--- src/rtl/sram_seq_pkg.sv ---
package sram_seq_pkg;
  typedef enum logic [1:0] {
    ST_IDLE    = 2'd0,
    ST_SETUP   = 2'd1,
    ST_ACTIVE  = 2'd2,
    ST_RECOVER = 2'd3
  } seq_state_e;

  function automatic int unsigned imax(int unsigned a, int unsigned b);
    return (a > b) ? a : b;
  endfunction
endpackage

--- src/rtl/sram_seq_timer.sv ---
module sram_seq_timer #(
  parameter int CNT_W = 2
) (
  input  logic             clk,
  input  logic             rst_n,
  input  logic             load,
  input  logic [CNT_W-1:0] length,
  output logic             done
);
  logic [CNT_W-1:0] remain;

  always_ff @(posedge clk or negedge rst_n) begin
    if (!rst_n)              remain <= '0;
    else if (load)           remain <= length - 1'b1;
    else if (remain != '0)   remain <= remain - 1'b1;
  end

  assign done = (remain == '0);

  // once expired the timer stays expired until reloaded
  p_timer_hold_r4: assert property (@(posedge clk) disable iff (!rst_n)
    (done && !load) |=> done);
endmodule

--- src/rtl/sram_seq_rdcap.sv ---
module sram_seq_rdcap (
  input  logic clk,
  input  logic rst_n,
  input  logic sample,
  input  logic mem_dout,
  output logic rd_data,
  output logic rd_valid
);
  always_ff @(posedge clk or negedge rst_n) begin
    if (!rst_n) begin
      rd_data  <= 1'b0;
      rd_valid <= 1'b0;
    end else begin
      rd_valid <= sample;
      if (sample) rd_data <= mem_dout;
    end
  end

  p_valid_single_r6: assert property (@(posedge clk) disable iff (!rst_n)
    rd_valid |=> !rd_valid);
  p_data_hold_r9: assert property (@(posedge clk) disable iff (!rst_n)
    !$past(sample) |-> $stable(rd_data));
endmodule

--- src/rtl/sram_seq_ctrl.sv ---
module sram_seq_ctrl
  import sram_seq_pkg::*;
#(
  parameter int ADDR_W  = 14,
  parameter int CNT_W   = 2,
  parameter int WR_LEN  = 2,
  parameter int RD_LEN  = 2
) (
  input  logic              clk,
  input  logic              rst_n,
  input  logic              req_valid,
  input  logic              req_we,
  input  logic [ADDR_W-1:0] req_addr,
  input  logic              req_wdata,
  input  logic              tmr_done,
  output logic              req_ready,
  output logic              tmr_load,
  output logic [CNT_W-1:0]  tmr_len,
  output logic              rd_sample,
  output logic [ADDR_W-1:0] mem_addr,
  output logic              mem_cs_n,
  output logic              mem_we_n,
  output logic              mem_din
);
  seq_state_e state;
  logic       is_wr;

  always_ff @(posedge clk or negedge rst_n) begin
    if (!rst_n) begin
      state    <= ST_IDLE;
      mem_cs_n <= 1'b1;
      mem_we_n <= 1'b1;
      mem_addr <= '0;
      mem_din  <= 1'b0;
      is_wr    <= 1'b0;
    end else begin
      unique case (state)
        ST_IDLE: if (req_valid) begin
          state    <= ST_SETUP;
          mem_cs_n <= 1'b0;
          mem_addr <= req_addr;
          is_wr    <= req_we;
          if (req_we) mem_din <= req_wdata;
        end
        ST_SETUP: begin
          state    <= ST_ACTIVE;
          mem_we_n <= !is_wr;
        end
        ST_ACTIVE: if (tmr_done) begin
          state    <= ST_RECOVER;
          mem_we_n <= 1'b1;
        end
        default: begin
          state    <= ST_IDLE;
          mem_cs_n <= 1'b1;
        end
      endcase
    end
  end

  assign req_ready = (state == ST_IDLE);
  assign tmr_load  = (state == ST_SETUP);
  assign tmr_len   = is_wr ? CNT_W'(WR_LEN) : CNT_W'(RD_LEN);
  assign rd_sample = (state == ST_ACTIVE) && tmr_done && !is_wr;

  // pulse-width watcher for the checks below
  logic [CNT_W:0] low_run;
  always_ff @(posedge clk or negedge rst_n) begin
    if (!rst_n)         low_run <= '0;
    else if (!mem_we_n) low_run <= low_run + 1'b1;
    else                low_run <= '0;
  end

  p_we_in_cs_r3: assert property (@(posedge clk) disable iff (!rst_n)
    !mem_we_n |-> !mem_cs_n);
  p_addr_stable_r3: assert property (@(posedge clk) disable iff (!rst_n)
    !mem_we_n |-> ($stable(mem_addr) && $stable(mem_din)));
  p_cs_lead_r3: assert property (@(posedge clk) disable iff (!rst_n)
    $fell(mem_we_n) |-> $past(!mem_cs_n));
  p_pulse_len_r4: assert property (@(posedge clk) disable iff (!rst_n)
    $rose(mem_we_n) |-> (low_run == (CNT_W+1)'(WR_LEN)));
  p_standby_r7: assert property (@(posedge clk) disable iff (!rst_n)
    req_ready |-> (mem_cs_n && mem_we_n));
  p_recover_hold_r8: assert property (@(posedge clk) disable iff (!rst_n)
    $rose(mem_we_n) |-> (!mem_cs_n && $stable(mem_addr)));
  p_busy_ignore_r2: assert property (@(posedge clk) disable iff (!rst_n)
    (!req_ready && !mem_cs_n) |=> $stable(mem_addr));
endmodule

--- src/rtl/sram_seq.sv ---
module sram_seq
  import sram_seq_pkg::*;
#(
  parameter int ADDR_W = 14,
  parameter int T_WP   = 2,
  parameter int T_DW   = 1,
  parameter int T_AA   = 2
) (
  input  logic              clk,
  input  logic              rst_n,
  input  logic              req_valid,
  output logic              req_ready,
  input  logic              req_we,
  input  logic [ADDR_W-1:0] req_addr,
  input  logic              req_wdata,
  output logic              rd_data,
  output logic              rd_valid,
  output logic [ADDR_W-1:0] mem_addr,
  output logic              mem_cs_n,
  output logic              mem_we_n,
  output logic              mem_din,
  input  logic              mem_dout
);
  localparam int WR_LEN  = int'(imax(T_WP, T_DW));
  localparam int LEN_MAX = int'(imax(WR_LEN, T_AA));
  localparam int CNT_W   = $clog2(LEN_MAX + 1);

  logic             tmr_load, tmr_done, rd_sample;
  logic [CNT_W-1:0] tmr_len;

  sram_seq_ctrl #(
    .ADDR_W(ADDR_W), .CNT_W(CNT_W), .WR_LEN(WR_LEN), .RD_LEN(T_AA)
  ) u_ctrl (
    .clk(clk), .rst_n(rst_n),
    .req_valid(req_valid), .req_we(req_we), .req_addr(req_addr),
    .req_wdata(req_wdata), .tmr_done(tmr_done),
    .req_ready(req_ready), .tmr_load(tmr_load), .tmr_len(tmr_len),
    .rd_sample(rd_sample),
    .mem_addr(mem_addr), .mem_cs_n(mem_cs_n), .mem_we_n(mem_we_n),
    .mem_din(mem_din)
  );

  sram_seq_timer #(.CNT_W(CNT_W)) u_timer (
    .clk(clk), .rst_n(rst_n), .load(tmr_load), .length(tmr_len), .done(tmr_done)
  );

  sram_seq_rdcap u_rdcap (
    .clk(clk), .rst_n(rst_n), .sample(rd_sample), .mem_dout(mem_dout),
    .rd_data(rd_data), .rd_valid(rd_valid)
  );
endmodule

--- config.mk ---
export PLATFORM = sky130hd
export DESIGN_NAME = sram_seq
export DESIGN_NICKNAME = d
export VERILOG_FILES = /design/src/rtl/sram_seq_pkg.sv /design/src/rtl/sram_seq_timer.sv /design/src/rtl/sram_seq_rdcap.sv /design/src/rtl/sram_seq_ctrl.sv /design/src/rtl/sram_seq.sv
export SDC_FILE = /design/constraint.sdc
export NUM_CORES = 1
export LEC_CHECK = 0
export ABC_AREA = 1
export BUFFER_PORTS_ARGS = -buffer_cell sky130_fd_sc_hd__buf_2
export CAP_MARGIN = 20
export CORE_ASPECT_RATIO = 0.8
export CORE_UTILIZATION = 40
export CTS_BUF_LIST = sky130_fd_sc_hd__clkbuf_8 sky130_fd_sc_hd__clkbuf_16
export DETAILED_ROUTE_END_ITERATION = 12
export GPL_TIMING_DRIVEN = 0
export PLACE_DENSITY = 0.66
export REMOVE_ABC_BUFFERS = 1
export SLEW_MARGIN = 15
export SYNTH_ARGS = -nofsm -noshare
export SYNTH_HDL_FRONTEND = slang
export SYNTH_SLANG_ARGS = --single-unit
--- constraint.sdc ---
create_clock -name clk -period 2.23 [get_ports clk]
set_input_delay 0.1115 -clock clk [delete_from_list [all_inputs] [get_ports clk]]
set_output_delay 0.1115 -clock clk [all_outputs]
set_load 0.01 [all_outputs]
==> results by group, run 1 <==
GRT
  – Gr usage total: 14.36%
  – Grt ovf: 0
  – Initial antenna violation count: 0
  – First-pass GRT wire length: 3594 um
  – Largest net degree at the start of global routing: 25
  – Number of global-route vias before repair: 847

Setup path
  – Worst R2R Path Depth: 5
  – Most frequent CP cell: nand2_1
  – Crit path capture: u_ctrl.mem_addr[5]
  – Critical path type: reg2reg
  – Crit Path Max Fanout: 17
  – Worst Setup End Kind: flop
  – Reg-to-Reg Start: u_ctrl.state[0]
  – Slowest cell on the critical path: ha_1
  – CP Data Arrival Time: 1.92 ns
  – RR Endpoint: u_ctrl.mem_addr[5]
  – CP max stage delay: 0.61 ns
  – FF-to-FF setup slack: 0.47 ns
  – CP Launch Type: flop
  – Crit path cell chain: inv_1 > ha_1 > nand2_4 > nand2_1 > nand2_1
  – Critical Path Source: u_ctrl.state[0]
  – Worst Path Required: 2.39 ns

Logic synthesis
  – Sequential share of the synthesized area: 51.17%
  – Synth Area in Compound Gates: 2.548%
  – Post-synthesis adder-cell area fraction: 9.554%
  – Flops & latches, synth: 24
  – Cells after Synth: 128
  – Post-synthesis cell type count: 17
  – XOR/XNOR Fraction of Synth Area: 0%
  – Post-synthesis simple-gate area fraction: 28.45%
  – Post-Syn Area: 1179 um2
  – Largest family of logic cells by synthesized area: simple AND/OR/NAND/NOR gates
  – Mux contribution to synthesized area: 0%
  – Syn. warnings: 0
  – Synthesized area per cell: 9.208 um2

Timing
  – Slew HR: 54.90%
  – Minimum clock period: 1.761 ns
  – Crit share post-route: 78.98%
  – Final setup vio count: 0
  – Worst Skew: 0.003981 ns
  – Final hold vios: 0
  – RSZ-0062 raised after global routing: no
  – Max Slew Vio Count: 0
  – Setup_tns: 0 ns
  – Max Fclk: 567.8 MHz
  – Worst-Margin Slew: 0.6765 ns

Clock network
  – Clock buffer depth: 2
  – Reg clk slew, reported paths: 0.08 ns
  – Clock root cell: clkbuf_8
  – CTS buffer count: 3
  – TritonCTS clock tree: yes
  – CTS Sinks: 24
  – Worst-Skew Late Latency: 0.26 ns
  – H-tree Lvls: 1

Placement
  – Port Buffers: 39
  – RePlAce Congestion: 0.7304
  – Placed cell count: 200
  – Estimated wirelength of the detail-placed design: 1587 um

Route
  – Wire per inst: 10.38 um
  – DR vias/cell: 4.434
  – Vias: 909
  – DRT Pass-1 Iters: 4
  – DRT antenna net count: 0
  – Overall routed net length: 2128 um
  – 1st-iter DRT viols: 24
  – DRC viols: 0

Floorplanning
  – Boundary Pins: 40
  – Die Y: 50.55 um
  – Starting Density: 42.30%
  – Full die area: 3169 um2
  – Die W: 62.69 um
  – Core Area: 2786 um2
  – Row cnt: 17

Finish
  – N_diodes: 0
  – Non-filler cells in the finished layout: 205
  – Multi-input gate area: 478.0 um2
  – Most common cell after layout, fill and taps aside: buf_2
  – Core Util, Final: 51.46%
  – Share of layout cells above drive strength 1: 35.93%
  – Nets: 197
  – Seq. cell area: 603.1 um2
  – Filler Cell Count: 274
  – Most frequent cells in the layout: buf_2 (39), nand2_1 (37), dfrtp_1 (22), nand3_1 (17), nand2_2 (12)
  – Synth-to-Final Area Change: 21.66%

Status
  – Outcome: finished, final reports clean

Power
  – Switching part of the total: 40.80%
  – Leakage Power: 0.8241 nW
  – Worst vdd ir: 0.0006421 V
  – NetSw: 0.0008216 W
  – Int Power: 0.001192 W
  – Total power: 0.002014 W
  – Clock network fraction of total power: 14.4%
  – Power Dens Cells: 1404 nW/um2
  – Sequential share of power: 39.1%
  – Share of total power in combinational logic: 46.5%

Hold path
  – WHS Path Cells: 3
  – Worst Hold Class: in2reg
  – Hold Crit Start: mem_dout

Job
  – Max-cap violation count: 0
-- power groups by stage --
stage	Combinational [W]	Clock, W	Sequential (W)
2_1_floorplan	0.000555	0	0.000865
3_3_place_gp	0.000921	0	0.000786
3_5_place_dp	0.000957	0	0.000796
4_1_cts	0.000963	0.000301	0.000789
5_1_grt	0.00109	0.000318	0.000810
6_report	0.000937	0.000290	0.000786
-- cell usage after synthesis --
cell type	n	area share, %
nand2_1	37	12
nand3b_1	1	0.64
or2_1	1	0.53
ha_1	9	9.6
o21ai_0	3	1.3
nand2_2	12	6.4
buf_8	1	1.3
buf_4	2	1.3
inv_1	10	3.2
nand3_1	17	7.2
nor2_1	3	0.96
o21ai_1	3	1.3
dfrtp_1	22	47
dfstp_2	2	4.5
inv_2	2	0.64
buf_6	2	1.9
nand2_4	1	0.96
-- worst min path at each step --
stage / to / slack (ns)
after floorplan: u_ctrl.is_wr / -0.18
after global placement: u_ctrl.state[1] / 0.12
after detailed placement: u_ctrl.state[1] / 0.13
after CTS: u_rdcap.rd_data / 0.04
after global routing: u_rdcap.rd_data / 0.05
final: u_rdcap.rd_data / 0.04
-- logic make-up (layout without fill, tap and decap cells) --
kind of cell	after synthesis	after routing
adders and majority gates	9	9
AOI/OAI and AO/OA	6	6
DFF	24	24
and+or+nand+nor	72	72
buffers and inverters	17	56
-- layout make-up --
cell class | count | share of cell area, %
sequential | 24 | 42.06
multi-input combinational | 87 | 33.33
timing repair buffer | 40 | 14.31
clock buffer | 4 | 3.839
tap | 38 | 3.316
inverter | 12 | 3.141
-- timing repair --
item	4_1_cts	5_1_grt
hold buffers	1	0
hold endpoints to repair	22	0
setup endpoints to repair	0	0
resized for setup	0	0
buffers inserted	0	0
-- metal layers --
metal	up-vias	wire, um	GRT usage, %
met3	2	87	2.955
met2	26	1023	25.54
met5	-	0	0
li1	475	-	-
met4	0	8	3.876
met1	406	1008	17.75
-- per-stage QoR --
stage               hold slack, ns  worst slack [ns]  area, um2
global placement            0.1203            0.4905       1369
CTS                        0.03553            0.4439       1434
floorplan                  -0.1841            0.7883       1126
finish                     0.04234            0.4689       1434
detailed placement          0.1276            0.4615       1369
global route               0.05403            0.3004       1434
-- worst max-delay path: cells and delay by family, from the launching register on --
kind | cells | cell delay, ns
fa+ha+maj | 1 | 0.61
simple gates | 3 | 0.45
flops | 1 | 0.44
buf+inv | 1 | 0.15
-- flip-flops by register name (all words and copies together), names as in the netlist --
name              flops
u_ctrl.mem_din        1
u_rdcap.rd_data       1
u_ctrl.mem_addr      14
u_rdcap.rd_valid      1
u_timer.remain        2
u_ctrl.mem_we_n       1
u_ctrl.mem_cs_n       1
u_ctrl.state          2
u_ctrl.is_wr          1
(Power assumes the default switching activity.)
==> run 2, diff against run 1 <==
ABC_AREA = 0   (was 1)
PLACE_DENSITY = 0.67   (was 0.66)
clock period = 1.8 ns   (was 2.23 ns; I/O delays follow)
==> run 2 against run 1 <==
Sequential power rose by 23%; final cell count fell by 24%; first-iteration DRC count fell by 58%; routed wire length fell by 15%; largest power group unchanged; clock power rose by 19%; design area fell by 1.2%; flip-flop and latch count did not move; total power rose by 24%; synthesized area fell by 4.8%; via count fell by 22%; synthesized cell count fell by 40%.
==> results by group, run 2 <==
Power
  – Leakage Power: 0.7317 nW (-11%)
  – Share of total power in combinational logic: 47.5% (+1.0 points)
  – Int Power: 0.001669 W (+40%)
  – Switching part of the total: 33.26% (-7.5 points)
  – Power Dens Cells: 1766 nW/um2 (+26%)
  – Sequential share of power: 38.6% (-0.5 points)
  – Clock network fraction of total power: 13.8% (-0.6 points)
  – Total power: 0.002501 W (+24%)
  – NetSw: 0.0008317 W (+1.2%)
  – Worst vdd ir: 0.0007675 V (+20%)

Logic synthesis
  – Post-Syn Area: 1122 um2 (-4.8%)
  – Yosys top cell area share: 49.05% (+2.3 points)
  – Count leader, synth: dfrtp_1
  – Ys flop type: dfrtp_1
  – Post-synthesis adder-cell area fraction: 10.03% (+0.48 points)
  – Area contributors post-synth: dfrtp_1 (49%), mux2_4 (13%), ha_1 (10%), mux2_2 (9.0%), dfstp_2 (4.7%)
  – Post-synth EDFFs: 0 (unchanged)
  – Most frequent cells after synthesis: dfrtp_1 (22), mux2_4 (10), ha_1 (9), mux2_2 (9)
  – Post-synthesis simple-gate area fraction: 7.246% (-21 points)
  – Mux contribution to synthesized area: 22.41% (+22 points)
  – Synth Area in Compound Gates: 4.236% (+1.7 points)
  – Post-synth top area cell: dfrtp_1
  – Largest family of logic cells by synthesized area: multiplexers
  – Syn. warnings: 0 (unchanged)
  – XOR/XNOR Fraction of Synth Area: 0% (unchanged)
  – Flops & latches, synth: 24 (unchanged)
  – Sequential share of the synthesized area: 53.73% (+2.6 points)
  – Ys async rst share: 100.0% (unchanged)
  – Synthesized area per cell: 14.58 um2 (+58%)
  – Cells after Synth: 77 (-40%)
  – Post-synthesis cell type count: 21 (+4)

Clock network
  – CTS Hold Bufs: 1 (unchanged)
  – Worst-Skew Late Latency: 0.26 ns (about the same)
  – Clock root cell: clkbuf_8
  – Reg clk slew, reported paths: 0.08 ns (about the same)
  – CTS buffer count: 3 (unchanged)
  – Setup bufs post-CTS: 0 (unchanged)
  – Resize count post-CTS: 0 (unchanged)
  – CTS Sinks: 24 (unchanged)
  – H-tree Lvls: 1 (unchanged)
  – TritonCTS clock tree: yes
  – Clock buffer depth: 2 (unchanged)

Placement
  – Estimated wirelength of the detail-placed design: 1416 um (-11%)
  – Port Buffers: 39 (unchanged)
  – Pre-CTS setup slack: 0.1869 ns (-0.2745 ns)
  – RePlAce Congestion: 0.6910 (-5.4%)

GRT
  – First-pass GRT wire length: 3084 um (-14%)
  – Grt ovf: 0 (unchanged)
  – Initial antenna violation count: 0 (unchanged)
  – Largest net degree at the start of global routing: 25 (unchanged)
  – Number of global-route vias before repair: 690 (-19%)
  – Gr usage total: 13.71% (-0.65 points)

Timing
  – RSZ-0062 raised after global routing: no
  – Worst-Margin Slew: 0.5074 ns (-0.1692 ns)
  – Worst Skew: 0.003222 ns (-0.0007594 ns)
  – Slew HR: 66.17% (+11 points)
  – Minimum clock period: 1.599 ns (-0.1618 ns)
  – Worst hold slack: 0.05700 ns (+0.01466 ns)
  – Worst Setup Slack, final: 0.2007 ns (-0.2682 ns)
  – Final setup vio count: 0 (unchanged)
  – Setup_tns: 0 ns (unchanged)
  – Max Fclk: 625.3 MHz (+10%)
  – Max Slew Vio Count: 0 (unchanged)
  – Final hold vios: 0 (unchanged)
  – Crit share post-route: 88.85% (+9.9 points)

Setup path
  – Crit Path Max Fanout: 5 (-12)
  – Slowest cell on the critical path: dfrtp_1
  – CP max stage delay: 0.43 ns (-0.18 ns)
  – Worst Setup End Kind: flop
  – CP Data Arrival Time: 1.75 ns (-0.17 ns)
  – Buf/Inv on CP: 1 (unchanged)
  – Critical path type: reg2reg
  – Worst Path Required: 1.95 ns (-0.44 ns)
  – CP Launch Type: flop
  – Largest delay contributor family on the critical path: flip-flops
  – Crit path cell chain: inv_1 > ha_1 > nor2b_2 > nand2b_4 > mux2_2

Route
  – Wire per inst: 11.54 um (+11%)
  – DR vias/cell: 4.519 (+1.9%)
  – 1st-iter DRT viols: 10 (-58%)
  – DRT Pass-1 Iters: 4 (unchanged)
  – Vias: 705 (-22%)
  – Overall routed net length: 1800 um (-15%)
  – DRC viols: 0 (unchanged)
  – DRT antenna net count: 0 (unchanged)

Finish
  – Max reg flops: 14 (unchanged)
  – Largest Register: u_ctrl.mem_addr
  – Most common cell after layout, fill and taps aside: buf_2
  – Most frequent cells in the layout: buf_2 (39), dfrtp_1 (22), mux2_4 (10), mux2_2 (9), ha_1 (9)
  – Core Util, Final: 55.71% (+4.2 points)
  – Largest regs: u_ctrl.mem_addr x14, u_ctrl.state x2, u_timer.remain x2
  – Synth-to-Final Area Change: 26.20%
  – Share of layout cells above drive strength 1: 55.83% (+20 points)
  – Nets: 150 (-24%)
  – N_diodes: 0 (unchanged)

Status
  – Outcome: finished, final reports clean

Floorplanning
  – Full die area: 3023 um2 (-4.6%)
  – Die W: 61.22 um (-2.3%)
  – Starting Density: 44.14% (+1.8 points)
  – Die Y: 49.38 um (-2.3%)
  – Row cnt: 16 (-1)
  – Boundary Pins: 40 (unchanged)
  – Core Area: 2542 um2 (-8.8%)

Job
  – Max-cap violation count: 0 (unchanged)

Hold path
  – Worst Hold Class: in2reg
[run 2: changes by cell type in the layout (fill, tap and decap cells not counted), sizes merged, moves of 2 or more]
cell    before  now
inv         12    4
mux2         0   19
nand2       50    5
nand2b       0    3
nand3       17    1
nor2         3    1
nor2b        0    2
o21ai        6    2
o31ai        0    2
[run 2: area by class of cell]
cell class / count / area [um2]
fillers: 220 / 1126
flip-flops and latches: 24 / 603.1
multi-input cells: 48 / 493.0
repair buffers: 40 / 205.2
clock buffers: 4 / 55.05
well taps: 36 / 45.04
inverters: 4 / 15.01
[run 2: worst paths after layout]
| path | startpoint | end | slack (ns) | cells past startpoint |
|---|---|---|---|---|
| worst min register to register | u_timer.remain[1] | u_timer.remain[1] | 0.49 | 2 |
| worst min-delay path | req_addr[13] | u_ctrl.mem_addr[13] | 0.06 | 2 |
| min in group asynchronous | rst_n | u_ctrl.state[1] | 0.33 | 2 |
| worst max-delay path | u_ctrl.state[1] | u_ctrl.state[1] | 0.20 | 5 |
| worst max register to register | u_ctrl.state[1] | u_ctrl.state[1] | 0.20 | 5 |
| max in group asynchronous | rst_n | u_ctrl.mem_we_n | 1.11 | 2 |
[run 2: layer usage]
layer / vias to the layer above / routed length (um) / track usage, %
li1: 349 / - / -
met1: 333 / 774 / 16.78
met2: 21 / 915 / 22.64
met3: 2 / 89 / 3.979
met4: 0 / 21 / 4.545
met5: - / 0 / 0
[run 2: metrics by stage]
step	cells	cell area [um2]
floorplan	76	1111
CTS	156	1416
finish	156	1416
global route	156	1416
detailed placement	151	1351
global placement	151	1351
[run 2: power groups by stage]
stage               Clock (W)  Combinational [W]  Sequential, W
finish               0.000346            0.00119       0.000966
global route         0.000387            0.00132        0.00101
CTS                  0.000361            0.00121       0.000970
detailed placement          0            0.00121       0.000978
global placement            0            0.00118       0.000966
floorplan                   0           0.000731        0.00107
[run 2: cells by family (layout without fill, tap and decap cells)]
kind of cell	after synthesis	after routing
and+or+nand+nor	13	13
adders and majority gates	9	9
DFF	24	24
buffers and inverters	5	48
muxes	19	19
AOI/OAI and AO/OA	7	7
==> run 3, diff against run 2 <==
PLACE_DENSITY = 0.7   (was 0.67)
SETUP_SLACK_MARGIN = 0.3   (was default)
==> run 3 against run 2 <==
Utilization increased by 2.1 points; worst hold slack got worse by 0.0049 ns; flip-flop and latch count unchanged; die area did not move; non-clock buffer count rose by 4; via count grew 6.8%; clock skew rose by 0.0012 ns; global-route usage up 1.6 points; clock power up 31%; largest power group unchanged; highest routed layer unchanged.
==> results by group, run 3 (same netlist as run 2, synthesis figures left out) <==
Status
  – Outcome: finished, final reports clean

Timing
  – Worst hold slack: 0.05205 ns (-0.004948 ns)
  – Max Fclk: 699.6 MHz (+12%)
  – Slew HR: 65.90% (-0.27 points)
  – Setup_tns: 0 ns (unchanged)
  – Worst Skew: 0.004380 ns (+0.001158 ns)
  – Final setup vio count: 0 (unchanged)
  – Minimum clock period: 1.429 ns (-0.1699 ns)
  – Max Slew Vio Count: 0 (unchanged)
  – Crit share post-route: 79.42% (-9.4 points)
  – RSZ-0062 raised after global routing: no
  – Worst-Margin Slew: 0.5115 ns (+0.004092 ns)
  – Final hold vios: 0 (unchanged)

Route
  – DRC viols: 0 (unchanged)
  – Vias: 753 (+6.8%)
  – DRT antenna net count: 0 (unchanged)
  – 1st-iter DRT viols: 5 (-5)
  – Overall routed net length: 2027 um (+13%)
  – DRT Pass-1 Iters: 4 (unchanged)
  – Wire per inst: 12.67 um (+9.8%)
  – DR vias/cell: 4.706 (+4.1%)

Power
  – Power Dens Cells: 1838 nW/um2 (+4.1%)
  – Leakage Power: 0.7594 nW (+3.8%)
  – Switching part of the total: 32.54% (-0.72 points)
  – Worst vdd ir: 0.0009010 V (+17%)
  – Sequential share of power: 35.6% (-3.0 points)
  – Int Power: 0.001823 W (+9.2%)
  – Clock network fraction of total power: 16.8% (+3.0 points)
  – Share of total power in combinational logic: 47.6% (about the same)
  – NetSw: 0.0008791 W (+5.7%)

Floorplanning
  – Core Area: 2542 um2 (unchanged)
  – Die W: 61.22 um (unchanged)
  – Full die area: 3023 um2 (unchanged)
  – Row cnt: 16 (unchanged)
  – Starting Density: 44.14% (unchanged)
  – Die Y: 49.38 um (unchanged)
  – Boundary Pins: 40 (unchanged)

Placement
  – Estimated wirelength of the detail-placed design: 1504 um (+6.2%)
  – RePlAce Congestion: 0.7124 (+3.1%)
  – Port Buffers: 39 (unchanged)

Setup path
  – CP max stage delay: 0.40 ns (-0.03 ns)
  – Worst Path Required: 1.95 ns (about the same)
  – CP Launch Type: flop
  – Slowest cell on the critical path: dfrtp_1
  – Crit Path Max Fanout: 4 (-1)
  – Critical path type: reg2reg
  – FF-to-FF setup slack: 0.37 ns (+0.17 ns)
  – CP Data Arrival Time: 1.58 ns (-0.17 ns)
  – Largest delay contributor family on the critical path: flip-flops
  – Crit path cell chain: inv_2 > ha_2 > nor2b_4 > nand2b_4 > mux2_2
  – Worst Setup End Kind: flop
  – Buf/Inv on CP: 1 (unchanged)

GRT
  – Grt ovf: 0 (unchanged)
  – Number of global-route vias before repair: 738 (+7.0%)
  – Largest net degree at the start of global routing: 25 (unchanged)
  – Initial antenna violation count: 0 (unchanged)
  – Gr usage total: 15.27% (+1.6 points)
  – First-pass GRT wire length: 3318 um (+7.6%)

Finish
  – Multi-input gate area: 500.5 um2 (+1.5%)
  – Largest Register: u_ctrl.mem_addr
  – Nets: 154 (+2.7%)
  – Most common cell after layout, fill and taps aside: buf_2
  – Synth-to-Final Area Change: 30.99%
  – Seq. cell area: 603.1 um2 (unchanged)
  – Max reg flops: 14 (unchanged)
  – Share of layout cells above drive strength 1: 59.68% (+3.8 points)
  – Largest regs: u_ctrl.mem_addr x14, u_ctrl.state x2, u_timer.remain x2
  – Most frequent cells in the layout: buf_2 (39), dfrtp_1 (22), mux2_4 (10), mux2_2 (9), ha_1 (8)
  – N_diodes: 0 (unchanged)
  – Filler Cell Count: 231 (+5.0%)

Clock network
  – CTS buffer count: 3 (unchanged)
  – Worst-Skew Late Latency: 0.26 ns (about the same)
  – Clock buffer depth: 2 (unchanged)
  – Clock root cell: clkbuf_8
  – H-tree Lvls: 1 (unchanged)
  – CTS Sinks: 24 (unchanged)
  – Reg clk slew, reported paths: 0.08 ns (about the same)
  – TritonCTS clock tree: yes

Job
  – Max-cap violation count: 0 (unchanged)

Hold path
  – Worst Hold Class: in2reg
## run 3: changes by cell type in the layout (fill, tap and decap cells not counted), sizes merged
cell / previous run / this run
buf: 39 / 43
bufinv: 0 / 1
clkbuf: 4 / 3
## run 3: final timing paths
check / start / endpoint / depth (start not counted)
hold / removal: req_addr[5] / u_ctrl.mem_addr[5] / 2
hold reg to reg: u_timer.remain[1] / u_timer.remain[1] / 2
max in group asynchronous: rst_n / u_ctrl.mem_we_n / 2
setup reg to reg: u_ctrl.state[0] / u_ctrl.state[1] / 5
setup / recovery: u_ctrl.state[0] / u_ctrl.state[1] / 5
min in group asynchronous: rst_n / u_ctrl.mem_addr[13] / 2
## run 3: per-layer routing
| layer | vias up | routed length (um) | track usage (%) |
|---|---|---|---|
| met5 | - | 0 | 0 |
| met4 | 0 | 25 | 5.682 |
| met3 | 4 | 71 | 3.979 |
| met2 | 21 | 1135 | 27.36 |
| met1 | 367 | 794 | 16.72 |
| li1 | 361 | - | - |
## run 3: power groups by stage
stage	Combinational, W	Clock (W)	Sequential, W
global placement	0.00118	0	0.000964
floorplan	0.000731	0	0.00107
detailed placement	0.00121	0	0.000983
finish	0.00129	0.000453	0.000963
global route	0.00143	0.000492	0.000999
CTS	0.00128	0.000471	0.000962
## run 3: area by class of cell
type                       count  share of cell area [%]
sequential                    24                   41.02
tap                           36                   3.064
clock buffer                   3                   2.809
multi-input combinational     48                   34.04
inverter                       4                   1.021
timing repair buffer          44                   16.00
clock inverter                 1                   2.043
## run 3: repair_timing
action,CTS,global route
gates resized for setup,4,0
buffers inserted,2,2
hold buffers,1,0
hold endpoints to repair,22,0
pin swaps,1,0
setup endpoints to repair,9,1
## run 3: through the flow
| step | setup slack (ns) | utilization [%] | total power, W | cell area [um2] | std cells |
|---|---|---|---|---|---|
| 2_1_floorplan | 0.2471 | - | 0.001806 | 1111 | 76 |
| 3_3_place_gp | 0.2209 | 53.15 | 0.002142 | 1351 | 151 |
| 3_5_place_dp | 0.1907 | 53.15 | 0.002197 | 1351 | 151 |
| 4_1_cts | 0.3455 | 57.23 | 0.002713 | 1455 | 158 |
| 5_1_grt | 0.3168 | 57.82 | 0.002919 | 1470 | 160 |
| 6_report | 0.3705 | 57.82 | 0.002702 | 1470 | 160 |
